## config.mk

```make
export PLATFORM = sky130hd
export DESIGN_NAME = can_rxfifo_flt_match
export DESIGN_NICKNAME = d
export VERILOG_FILES = /design/src/rtl/can_flt_pkg.sv /design/src/rtl/flt_key_builder.sv /design/src/rtl/flt_field_mask.sv /design/src/rtl/flt_bit_compare.sv /design/src/rtl/can_rxfifo_flt_match.sv
export SDC_FILE = /design/constraint.sdc
export NUM_CORES = 1
export LEC_CHECK = 0
export BUFFER_PORTS_ARGS = -buffer_cell sky130_fd_sc_hd__buf_2
export CORE_UTILIZATION = 34
export DETAILED_ROUTE_END_ITERATION = 12
export GPL_ROUTABILITY_DRIVEN = 0
export PLACE_DENSITY = 0.87
export SETUP_SLACK_MARGIN = 0.4
export SYNTH_ARGS = -nofsm -noshare
export SYNTH_HDL_FRONTEND = slang
export SYNTH_SLANG_ARGS = --single-unit
export TNS_END_PERCENT = 1
```

## constraint.sdc

```tcl
create_clock -name clk -period 3.95 [get_ports clk]
set_input_delay 1.185 -clock clk [delete_from_list [all_inputs] [get_ports clk]]
set_output_delay 1.185 -clock clk [all_outputs]
set_load 0.01 [all_outputs]
```

## src/rtl/can_flt_pkg.sv

```systemverilog
package can_flt_pkg;

    typedef enum logic [1:0] {
        FMT_FULL_A  = 2'd0,
        FMT_FULL_B  = 2'd1,
        FMT_ID_ONLY = 2'd2,
        FMT_REJECT  = 2'd3
    } flt_fmt_e;

    typedef struct packed {
        logic valid;
        logic match;
    } res_state_t;

    // Role of one bit position within the 32-bit compare word.
    typedef enum logic [1:0] {
        ROLE_ID   = 2'd0,
        ROLE_PAD  = 2'd1,
        ROLE_FLAG = 2'd2
    } bit_role_e;

endpackage

```

## src/rtl/flt_key_builder.sv

```systemverilog
module flt_key_builder #(
    parameter int ID_W  = 29,
    parameter int STD_W = 11,
    localparam int WORD_W = ID_W + 3
) (
    input  logic [ID_W-1:0]   frame_id,
    input  logic              frame_ide,
    input  logic              frame_rtr,
    output logic [WORD_W-1:0] key
);
    localparam int FILL_W = ID_W - STD_W;

    logic [ID_W-1:0] id_aligned;

    always_comb begin
        if (frame_ide) begin
            id_aligned = frame_id;
        end else begin
            id_aligned = {frame_id[STD_W-1:0], {FILL_W{1'b0}}};
        end
        key = {frame_rtr, frame_ide, 1'b0, id_aligned};
    end

endmodule

```

## src/rtl/flt_field_mask.sv

```systemverilog
module flt_field_mask
    import can_flt_pkg::*;
#(
    parameter int ID_W = 29,
    localparam int WORD_W = ID_W + 3
) (
    input  logic [1:0]        fmt_sel,
    input  logic [WORD_W-1:0] flt_mask,
    output logic [WORD_W-1:0] eff_mask,
    output logic              reject
);
    flt_fmt_e fmt;
    logic     use_id;
    logic     use_flags;

    always_comb begin
        fmt       = flt_fmt_e'(fmt_sel);
        use_id    = (fmt != FMT_REJECT);
        use_flags = (fmt == FMT_FULL_A) || (fmt == FMT_FULL_B);
        reject    = (fmt == FMT_REJECT);
    end

    for (genvar b = 0; b < WORD_W; b++) begin : g_bit
        localparam bit_role_e ROLE = (b < ID_W)  ? ROLE_ID :
                                     (b == ID_W) ? ROLE_PAD : ROLE_FLAG;
        if (ROLE == ROLE_ID) begin : g_id
            assign eff_mask[b] = flt_mask[b] & use_id;
        end else if (ROLE == ROLE_FLAG) begin : g_flag
            assign eff_mask[b] = flt_mask[b] & use_flags;
        end else begin : g_pad
            logic unused_pad;
            assign unused_pad  = flt_mask[b];
            assign eff_mask[b] = 1'b0;
        end
    end

endmodule

```

## src/rtl/flt_bit_compare.sv

```systemverilog
module flt_bit_compare #(
    parameter int WORD_W = 32
) (
    input  logic [WORD_W-1:0] key,
    input  logic [WORD_W-1:0] flt_word,
    input  logic [WORD_W-1:0] eff_mask,
    input  logic              reject,
    output logic              hit
);
    logic [WORD_W-1:0] miss;

    for (genvar b = 0; b < WORD_W; b++) begin : g_cmp
        assign miss[b] = eff_mask[b] & (key[b] ^ flt_word[b]);
    end

    assign hit = ~(|miss) & ~reject;

endmodule

```

## src/rtl/can_rxfifo_flt_match.sv

```systemverilog
module can_rxfifo_flt_match
    import can_flt_pkg::*;
#(
    parameter int ID_W  = 29,
    parameter int STD_W = 11,
    localparam int WORD_W = ID_W + 3
) (
    input  logic              clk,
    input  logic              rst_n,
    input  logic              cmp_valid,
    input  logic [1:0]        fmt_sel,
    input  logic [ID_W-1:0]   frame_id,
    input  logic              frame_ide,
    input  logic              frame_rtr,
    input  logic [WORD_W-1:0] flt_word,
    input  logic [WORD_W-1:0] flt_mask,
    output logic              res_valid,
    output logic              res_match
);
    logic [WORD_W-1:0] key;
    logic [WORD_W-1:0] eff_mask;
    logic              reject;
    logic              hit;
    res_state_t        st_d, st_q;

    flt_key_builder #(.ID_W(ID_W), .STD_W(STD_W)) u_key (
        .frame_id  (frame_id),
        .frame_ide (frame_ide),
        .frame_rtr (frame_rtr),
        .key       (key)
    );

    flt_field_mask #(.ID_W(ID_W)) u_mask (
        .fmt_sel  (fmt_sel),
        .flt_mask (flt_mask),
        .eff_mask (eff_mask),
        .reject   (reject)
    );

    flt_bit_compare #(.WORD_W(WORD_W)) u_cmp (
        .key      (key),
        .flt_word (flt_word),
        .eff_mask (eff_mask),
        .reject   (reject),
        .hit      (hit)
    );

    always_comb begin
        st_d       = st_q;
        st_d.valid = cmp_valid;
        st_d.match = cmp_valid & hit;
    end

    always_ff @(posedge clk) begin
        if (!rst_n) begin
            st_q <= '0;
        end else begin
            st_q <= st_d;
        end
    end

    assign res_valid = st_q.valid;
    assign res_match = st_q.match;

endmodule

```

# Word-level counts from Yosys, hierarchy flattened
# Cells that the tools add are included.
# word_totals
out_inout_bits,2
in_bits,100
regBits,2
elab_cells,106
# classes
n_mux,1
n_bitwise,97
n_eq_ne,3
reduce_logical,3
# ops
op,count
1-bit bitwise AND,64
31-bit OR reduction,1
1-bit XOR,31
29-bit 2-to-1 mux,1
2-bit by 1-bit equality test with 1-bit output (second input constant),1
2-bit equality test (second input constant),1
2-bit logical NOT,1
2-bit inequality test (second input constant),1
1-bit inverter,2
1-bit logical OR,1

# Depth between registers and ports, before layout
# Gate-level depths: netlist of run 1.
# depth
ltp_word,8
depth_mapped,7
mapped_depth_nobuf,5

# Modules after synthesis
# A second synthesis of run 1 with hierarchy kept.
# hier_totals
hier_cells,133
hier_area_um2,1088.5
# by_module_without_submodules
mod,area_per_inst_um2,instances,seq_area_each_um2,cells_each
flt_bit_compare,445.4,1,0.0,53
flt_key_builder,304.0,1,0.0,36
flt_field_mask,286.5,1,0.0,40
can_rxfifo_flt_match,52.6,1,40.0,4

# Worst setup path after synthesis of run 1
# OpenSTA, ideal clock, no wires.
# synth_timing
path_kind,input -> register
startpoint,input frame_ide
endpoint,register st_q (netlist bit res_match)
slack_ns,1.585
t_arrival_ns,2.277
t_required_ns,3.862
stages,7
path_buffers,2
setup_time_ns,0.088
path_cell_list,buf_6 -> clkbuf_1 -> nand2_1 -> xnor2_1 -> a22oi_1 -> nand3_1 -> nor4_2
# synth_between
elab_chain_len,7
word_cells_on_any_way,65
cone_classes,1 x mux; 63 x bitwise; 1 x reduce/logical
# synth_lines
item,line_no,source
start: declaration,can_rxfifo_flt_match.sv:13,"input logic frame_ide,"
29-bit 2-to-1 mux,flt_key_builder.sv:16,if (frame_ide) begin
1-bit XOR,flt_bit_compare.sv:13,assign miss[b] = eff_mask[b] & (key[b] ^ flt_word[b]);
1-bit bitwise AND,flt_bit_compare.sv:13,
31-bit OR reduction *,flt_bit_compare.sv:16,assign hit = ~(|miss) & ~reject;
1-bit inverter *,flt_bit_compare.sv:16,
1-bit bitwise AND *,flt_bit_compare.sv:16,
1-bit bitwise AND *,can_rxfifo_flt_match.sv:51,st_d.match = cmp_valid & hit;
end signal: assignment,can_rxfifo_flt_match.sv:58,st_q <= st_d;
end: declaration,can_rxfifo_flt_match.sv:24,"res_state_t st_d, st_q;"
# Every way passes the cells marked *; elsewhere a longest branch is shown, timed or not.
# A chain may end at the register's enable or synchronous reset.

# Worst setup path after layout of run 1
# Same ends and word-level chain as after synthesis.

==> results.ini, run 1 <==
[routing]
ant_nets = 0
routedWlPerCell_um = 12.2
top_layer = met4
routed_wl_um = 2740
drt-pass1-iter-count = 5
met3_length_um = 218
wl_met1_um = 1040
vias_per_cell = 4.79
num_vias = 1078
wl_met2_um = 1470
first_iter_violations = 19
drc = 0

[global_routing]
antenna_found_initial = 0
grt_pass1_vias = 975
grt.overflow.total = 0
grt_max_degree = 36
grt_pass1_wl_um = 4170
grt_util_all_layers_pct = 22.2

[cells_and_area]
final_cell_area_um2 = 1290
area_delta_synth_final_pct = 68.9
nets = 300
fin_cells = 225
insertedDiodeCount = 0
drive_above_1_share_pct = 52.5

[clocking]
cts_sinks = 2
cts_hold_repair.buffers = 0
root_buffer = clkbuf_4
cts_max_level = 1
cts_tree = done
ctsResizeCount = 0
clk_pin_slew_ns = 0.03
cts_made_buffers = 3
post_cts_buffers = 0
clock_path_buffers = 2

[power]
combPwrFrac_pct = 64.9
switching_share_pct = 33.1
vdd_drop_max_v = 0.0000664
power.internal_uw = 127
p_seq_share_pct = 11.0
switchingPower_uw = 62.9
power.leakage_uw = 0.000715
p_clk_share_pct = 24.1
finalPower_uw = 190
powerDensity_nw_per_um2 = 147

[floorplanning]
coreArea_um2 = 2040
start_util_pct = 37.4
die_height_um = 49.4
fp.dieArea_um2 = 2440
die_w_um = 49.4
io_pins = 102
rows = 16

[worst_setup_path]
cp_top_family = buffers and inverters
start_kind = input pin
end_kind = flip-flop
path_cells = buf_2 -> mux2i_1 -> xnor2_1 -> a2111oi_2 -> nand4_1 -> nor4_2
slowest_delay_ns = 0.53
cp_data_required_time_ns = 4.09
cp_max_fo = 35
arrival_ns = 2.87
worst-setup-path-type = input pin to flip-flop
path_buf_inv = 1
cpMaxStageDelayCell = buf_2

[logic_synthesis]
synth_area_leaders = xnor2_1 (22%), mux2i_1 (18%), a22oi_1 (8.8%)
ys_top_cells_by_count = xnor2_1 (19), nand2_1 (18), mux2i_1 (14)
avgSynthCellArea_um2 = 7.64
synthArstFlopShare_pct = 0
seq_area_frac_synth_pct = 5.24
synthCells = 100
synth-edff-count = 0
ys_types = 21
yosysWarnings = 0
synth_area_um2 = 764
yosysMostFrequentCell = xnor2_1
synth_top_area_share_pct = 21.8
ys.flop_type = dfxtp_1
yosysTopAreaCell = xnor2_1
synth_nets = 200
synth.ff_latch_count = 2

[place]
post-place-cells = 222
io_buffers = 99
place_ws_ns = 0.960
dp_hpwl_um = 2290
placed_cell_area_um2 = 1270

[sta]
fmaxAchievable_mhz = 366
tightest_slew_ns = 0.673
setup_viol = 0
slew_headroom_pct = 55.1
finalCriticalPeriod_ns = 2.73
grt_setup_unrepaired = no
slew_viol_final = 0
hold_viol = 0
finalSetupTns_ns = 0
fin_crit_sh_pct = 69.2
fin_ws_ns = 1.22

[job]
cap_violations = 0

[worst_hold_path]
hp-class = input pin to flip-flop

[outcome]
outcome = finished, final reports clean

path summary, 6_finish.rpt:
path                      start              endpoint  slack [ns]  cells after the start
worst max-delay path  frame_ide  res_match$_SDFF_PN0_        1.22                      6
worst min-delay path  cmp_valid  res_valid$_SDFF_PN0_        1.18                      2
area by class of cell:
class                   count  area (µm²)
clock buffers               3        22.5
fillers                   204         751
inverters                   2        7.51
multi-input cells          92         692
flip-flops and latches      2        40.0
well taps                  27        33.8
repair buffers             99         495
state kept, by name (all words and copies together) (netlist names):
signal,count
res_match,1
res_valid,1
cells in the final DEF (no fill, tap or decap):
| cell type | Yosys | final |
|---|---|---|
| a2111oi_2 | 1 | 1 |
| a21boi_0 | 6 | 6 |
| a22oi_1 | 9 | 9 |
| a2bb2oi_1 | 1 | 1 |
| and2_1 | 1 | 1 |
| and3b_1 | 5 | 5 |
| buf_2 | 2 | 99 |
| clkbuf_4 | 0 | 3 |
| dfxtp_1 | 2 | 2 |
| inv_1 | 2 | 2 |
| mux2i_1 | 14 | 14 |
| nand2_1 | 18 | 18 |
| nand2b_1 | 3 | 3 |
| nand3_1 | 1 | 1 |
| nand4_1 | 2 | 2 |
| nor4_2 | 1 | 1 |
| o2111a_1 | 2 | 2 |
| o21ai_0 | 5 | 5 |
| xnor2_1 | 19 | 19 |
| xor2_1 | 4 | 4 |
cells by family after synthesis:
family / after synthesis / share of synthesized area (%)
AO/OA/AOI/OAI: 24 / 24.1
XOR/XNOR: 23 / 26.3
buffers and inverters: 6 / 4.26
flip-flops: 2 / 5.24
multiplexers: 14 / 18.3
AND/OR/NAND/NOR: 31 / 21.8
power groups by stage:
stage,clock network [µW],registers (µW),logic (µW)
after detailed placement,0,21.3,123
final,45.8,21.0,123
after global placement,0,21.2,120
after global routing,49.2,21.1,136
after floorplan,0,21.6,64.8
after CTS,47.0,21.0,124
metrics by stage:
step                      utilization [%]  hold WS (ns)
after floorplan                         -          1.32
after global routing                 63.2          1.19
final                                63.2          1.18
after global placement               62.1          1.41
after CTS                            63.2          1.18
after detailed placement             62.1          1.41
routing by layer:
metal	GRT usage, %	vias to the layer above
met1	22.6	460
met2	44.1	55
met4	7.14	0
met5	0	-
li1	-	561
met3	4.36	2
No activity file was read; power rests on OpenSTA's default activity.
==> run 2: changes to the inputs <==
--- a/config.mk
+++ b/config.mk
@@ -6,10 +6,11 @@
 export NUM_CORES = 1
 export LEC_CHECK = 0
 export BUFFER_PORTS_ARGS = -buffer_cell sky130_fd_sc_hd__buf_2
-export CORE_UTILIZATION = 34
+export CORE_ASPECT_RATIO = 2
+export CORE_UTILIZATION = 28
 export DETAILED_ROUTE_END_ITERATION = 12
 export GPL_ROUTABILITY_DRIVEN = 0
-export PLACE_DENSITY = 0.87
+export PLACE_DENSITY = 0.76
 export SETUP_SLACK_MARGIN = 0.4
 export SYNTH_ARGS = -nofsm -noshare
 export SYNTH_HDL_FRONTEND = slang
==> constraint.sdc (replaced) <==
create_clock -name clk -period 2.4 [get_ports clk]
set_input_delay 0.72 -clock clk [delete_from_list [all_inputs] [get_ports clk]]
set_output_delay 0.72 -clock clk [all_outputs]
set_load 0.01 [all_outputs]
==> run 2 against run 1 <==
Compared with the run above:
- count of clock-buffer cells in the layout unchanged
- first-iteration DRC count fell by 42%
- sequential power grew 65%
- flip-flop and latch count stayed put
- worst setup slack worse by 0.73 ns
- largest cell class unchanged
==> results.ini, run 2 (synthesis gave the netlist of run 1 again) <==
[outcome]
outcome = finished, final reports clean  ; unchanged

[power]
p_seq_share_pct = 9.3  ; was 11.0%
combPwrFrac_pct = 55.3  ; was 64.9%
p_clk_share_pct = 35.3  ; was 24.1%
power.leakage_uw = 0.000734  ; was 0.000715 µW
vdd_drop_max_v = 0.000227  ; was 0.0000664 V
powerDensity_nw_per_um2 = 277  ; was 147 nW/µm²
switchingPower_uw = 106  ; was 62.9 µW
power.internal_uw = 263  ; was 127 µW
switching_share_pct = 28.8  ; was 33.1%

[worst_setup_path]
slowest_delay_ns = 0.41  ; was 0.53 ns
cp_max_fo = 9  ; was 35
crit_start = frame_ide  ; unchanged
arrival_ns = 2.03  ; was 2.87 ns
path_cells = clkbuf_4 -> mux2i_1 -> xnor2_1 -> a2111oi_2 -> nand4_1 -> nor4_2  ; was buf_2 -> mux2i_1 -> xnor2_1 -> a2111oi_2 -> nand4_1 -> nor4_2
cp_data_required_time_ns = 2.52  ; was 4.09 ns
start_kind = input pin  ; unchanged
cpMaxStageDelayCell = a2111oi_2  ; was buf_2
end_kind = flip-flop  ; unchanged
worst-setup-path-type = input pin to flip-flop  ; unchanged

[cells_and_area]
area_delta_synth_final_pct = 74.3  ; was 68.9%
final_common_cell = buf_2  ; unchanged
drive_above_1_share_pct = 53.0  ; was 52.5%
insertedDiodeCount = 0  ; unchanged
fin_util_pct = 51.8  ; was 63.2%
nFillCells = 269  ; was 204
layout_common_cells = buf_2 (98), xnor2_1 (19), nand2_1 (18)  ; was buf_2 (99), xnor2_1 (19), nand2_1 (18)
nets = 302  ; was 300

[sta]
grt_setup_unrepaired = no  ; unchanged
fin_crit_sh_pct = 79.6
fin_ws_ns = 0.489  ; was 1.22 ns
slew_headroom_pct = 77.5  ; was 55.1%
finalCriticalPeriod_ns = 1.91
fmaxAchievable_mhz = 523
finalSetupTns_ns = 0  ; unchanged
setup_viol = 0  ; unchanged
hold_viol = 0  ; unchanged
slew_viol_final = 0  ; unchanged
tightest_slew_ns = 0.337  ; was 0.673 ns

[floorplanning]
start_util_pct = 29.7  ; was 37.4%
fp.dieArea_um2 = 2960  ; was 2440 µm²
die_height_um = 75.9  ; was 49.4 µm
coreArea_um2 = 2570  ; was 2040 µm²
io_pins = 102  ; unchanged
die_w_um = 38.9  ; was 49.4 µm
rows = 26  ; was 16

[global_routing]
grt_pass1_vias = 912  ; was 975
grt.overflow.total = 0  ; unchanged
grt_pass1_wl_um = 3380  ; was 4170 µm
grt_util_all_layers_pct = 15.7  ; was 22.2%
antenna_found_initial = 0  ; unchanged
grt_max_degree = 17  ; was 36

[routing]
first_iter_violations = 11  ; was 19
routed_wl_um = 2360  ; was 2740 µm
ant_nets = 0  ; unchanged
routedWlPerCell_um = 10.3  ; was 12.2 µm
vias_per_cell = 4.60  ; was 4.79
drt-pass1-iter-count = 2  ; was 5
num_vias = 1049  ; was 1078
drc = 0  ; unchanged

[clocking]
cts_max_level = 1  ; unchanged
cts_tree = done  ; unchanged
cts_hold_repair.buffers = 0  ; unchanged
root_buffer = clkbuf_8  ; was clkbuf_4
clk_pin_slew_ns = 0.03  ; about the same
cts_made_buffers = 3  ; unchanged
clock_path_buffers = 2  ; unchanged
cts_sinks = 2  ; unchanged

[worst_hold_path]
holdCritStartpoint = cmp_valid  ; unchanged
hp-class = input pin to flip-flop  ; unchanged

[place]
place_ws_ns = 0.219  ; was 0.960 ns
io_buffers = 99  ; unchanged
dp_hpwl_um = 2140  ; was 2290 µm

[job]
cap_violations = 0  ; unchanged

==> run 2: repair_timing <==
action,in CTS,in global routing
endpoints found under the hold margin,0,0
setup endpoints to repair,0,1
setup buffers,0,0
resized for setup,0,2
==> run 2: final cells by class <==
cell class / instances / area (µm²) / area share, %
multi-input combinational: 92 / 692 / 51.9
timing repair buffer: 101 / 517 / 38.8
clock buffer: 3 / 41.3 / 3.10
sequential: 2 / 40.0 / 3.00
tap: 28 / 35.0 / 2.63
inverter: 2 / 7.51 / 0.563
==> run 2: final timing paths <==
kind / endpoint / slack, ns / cells past startpoint
worst max-delay path: res_match$_SDFF_PN0_ / 0.49 / 6
worst min-delay path: res_valid$_SDFF_PN0_ / 0.74 / 2
==> run 2: power by group through the flow <==
| stage | registers, µW | clock network [µW] | logic (µW) |
|---|---|---|---|
| after floorplan | 35.5 | 0 | 107 |
| after global placement | 35.0 | 0 | 203 |
| after detailed placement | 34.9 | 0 | 206 |
| after CTS | 34.5 | 134 | 207 |
| after global routing | 34.6 | 139 | 228 |
| final | 34.6 | 131 | 205 |
==> run 2: metal layers <==
layer	vias up	routed length (µm)	share of wire, %	global-route usage [%]
met3	0	114	4.8	0
met2	46	1420	60	33.5
met4	0	0	0	4.21
met1	442	821	35	14.8
li1	561	-	-	-
met5	-	0	0	0
==> run 2: worst max-delay path: cells and delay by family <==
kind / cells / cell delay (ns)
xor gates and xnor gates: 1 / 0.10
buffers and inverters: 1 / 0.18
and+or+nand+nor: 2 / 0.37
muxes: 1 / 0.24
AOI/OAI and AO/OA: 1 / 0.41
==> run 2: stage by stage <==
step / instance area, µm² / std cells / hold slack [ns] / power [µW]
final: 1330 / 228 / 0.743 / 370
after detailed placement: 1280 / 225 / 0.958 / 241
after global placement: 1280 / 225 / 0.960 / 238
after floorplan: 764 / 100 / 0.858 / 142
after CTS: 1330 / 228 / 0.741 / 376
after global routing: 1330 / 228 / 0.753 / 401
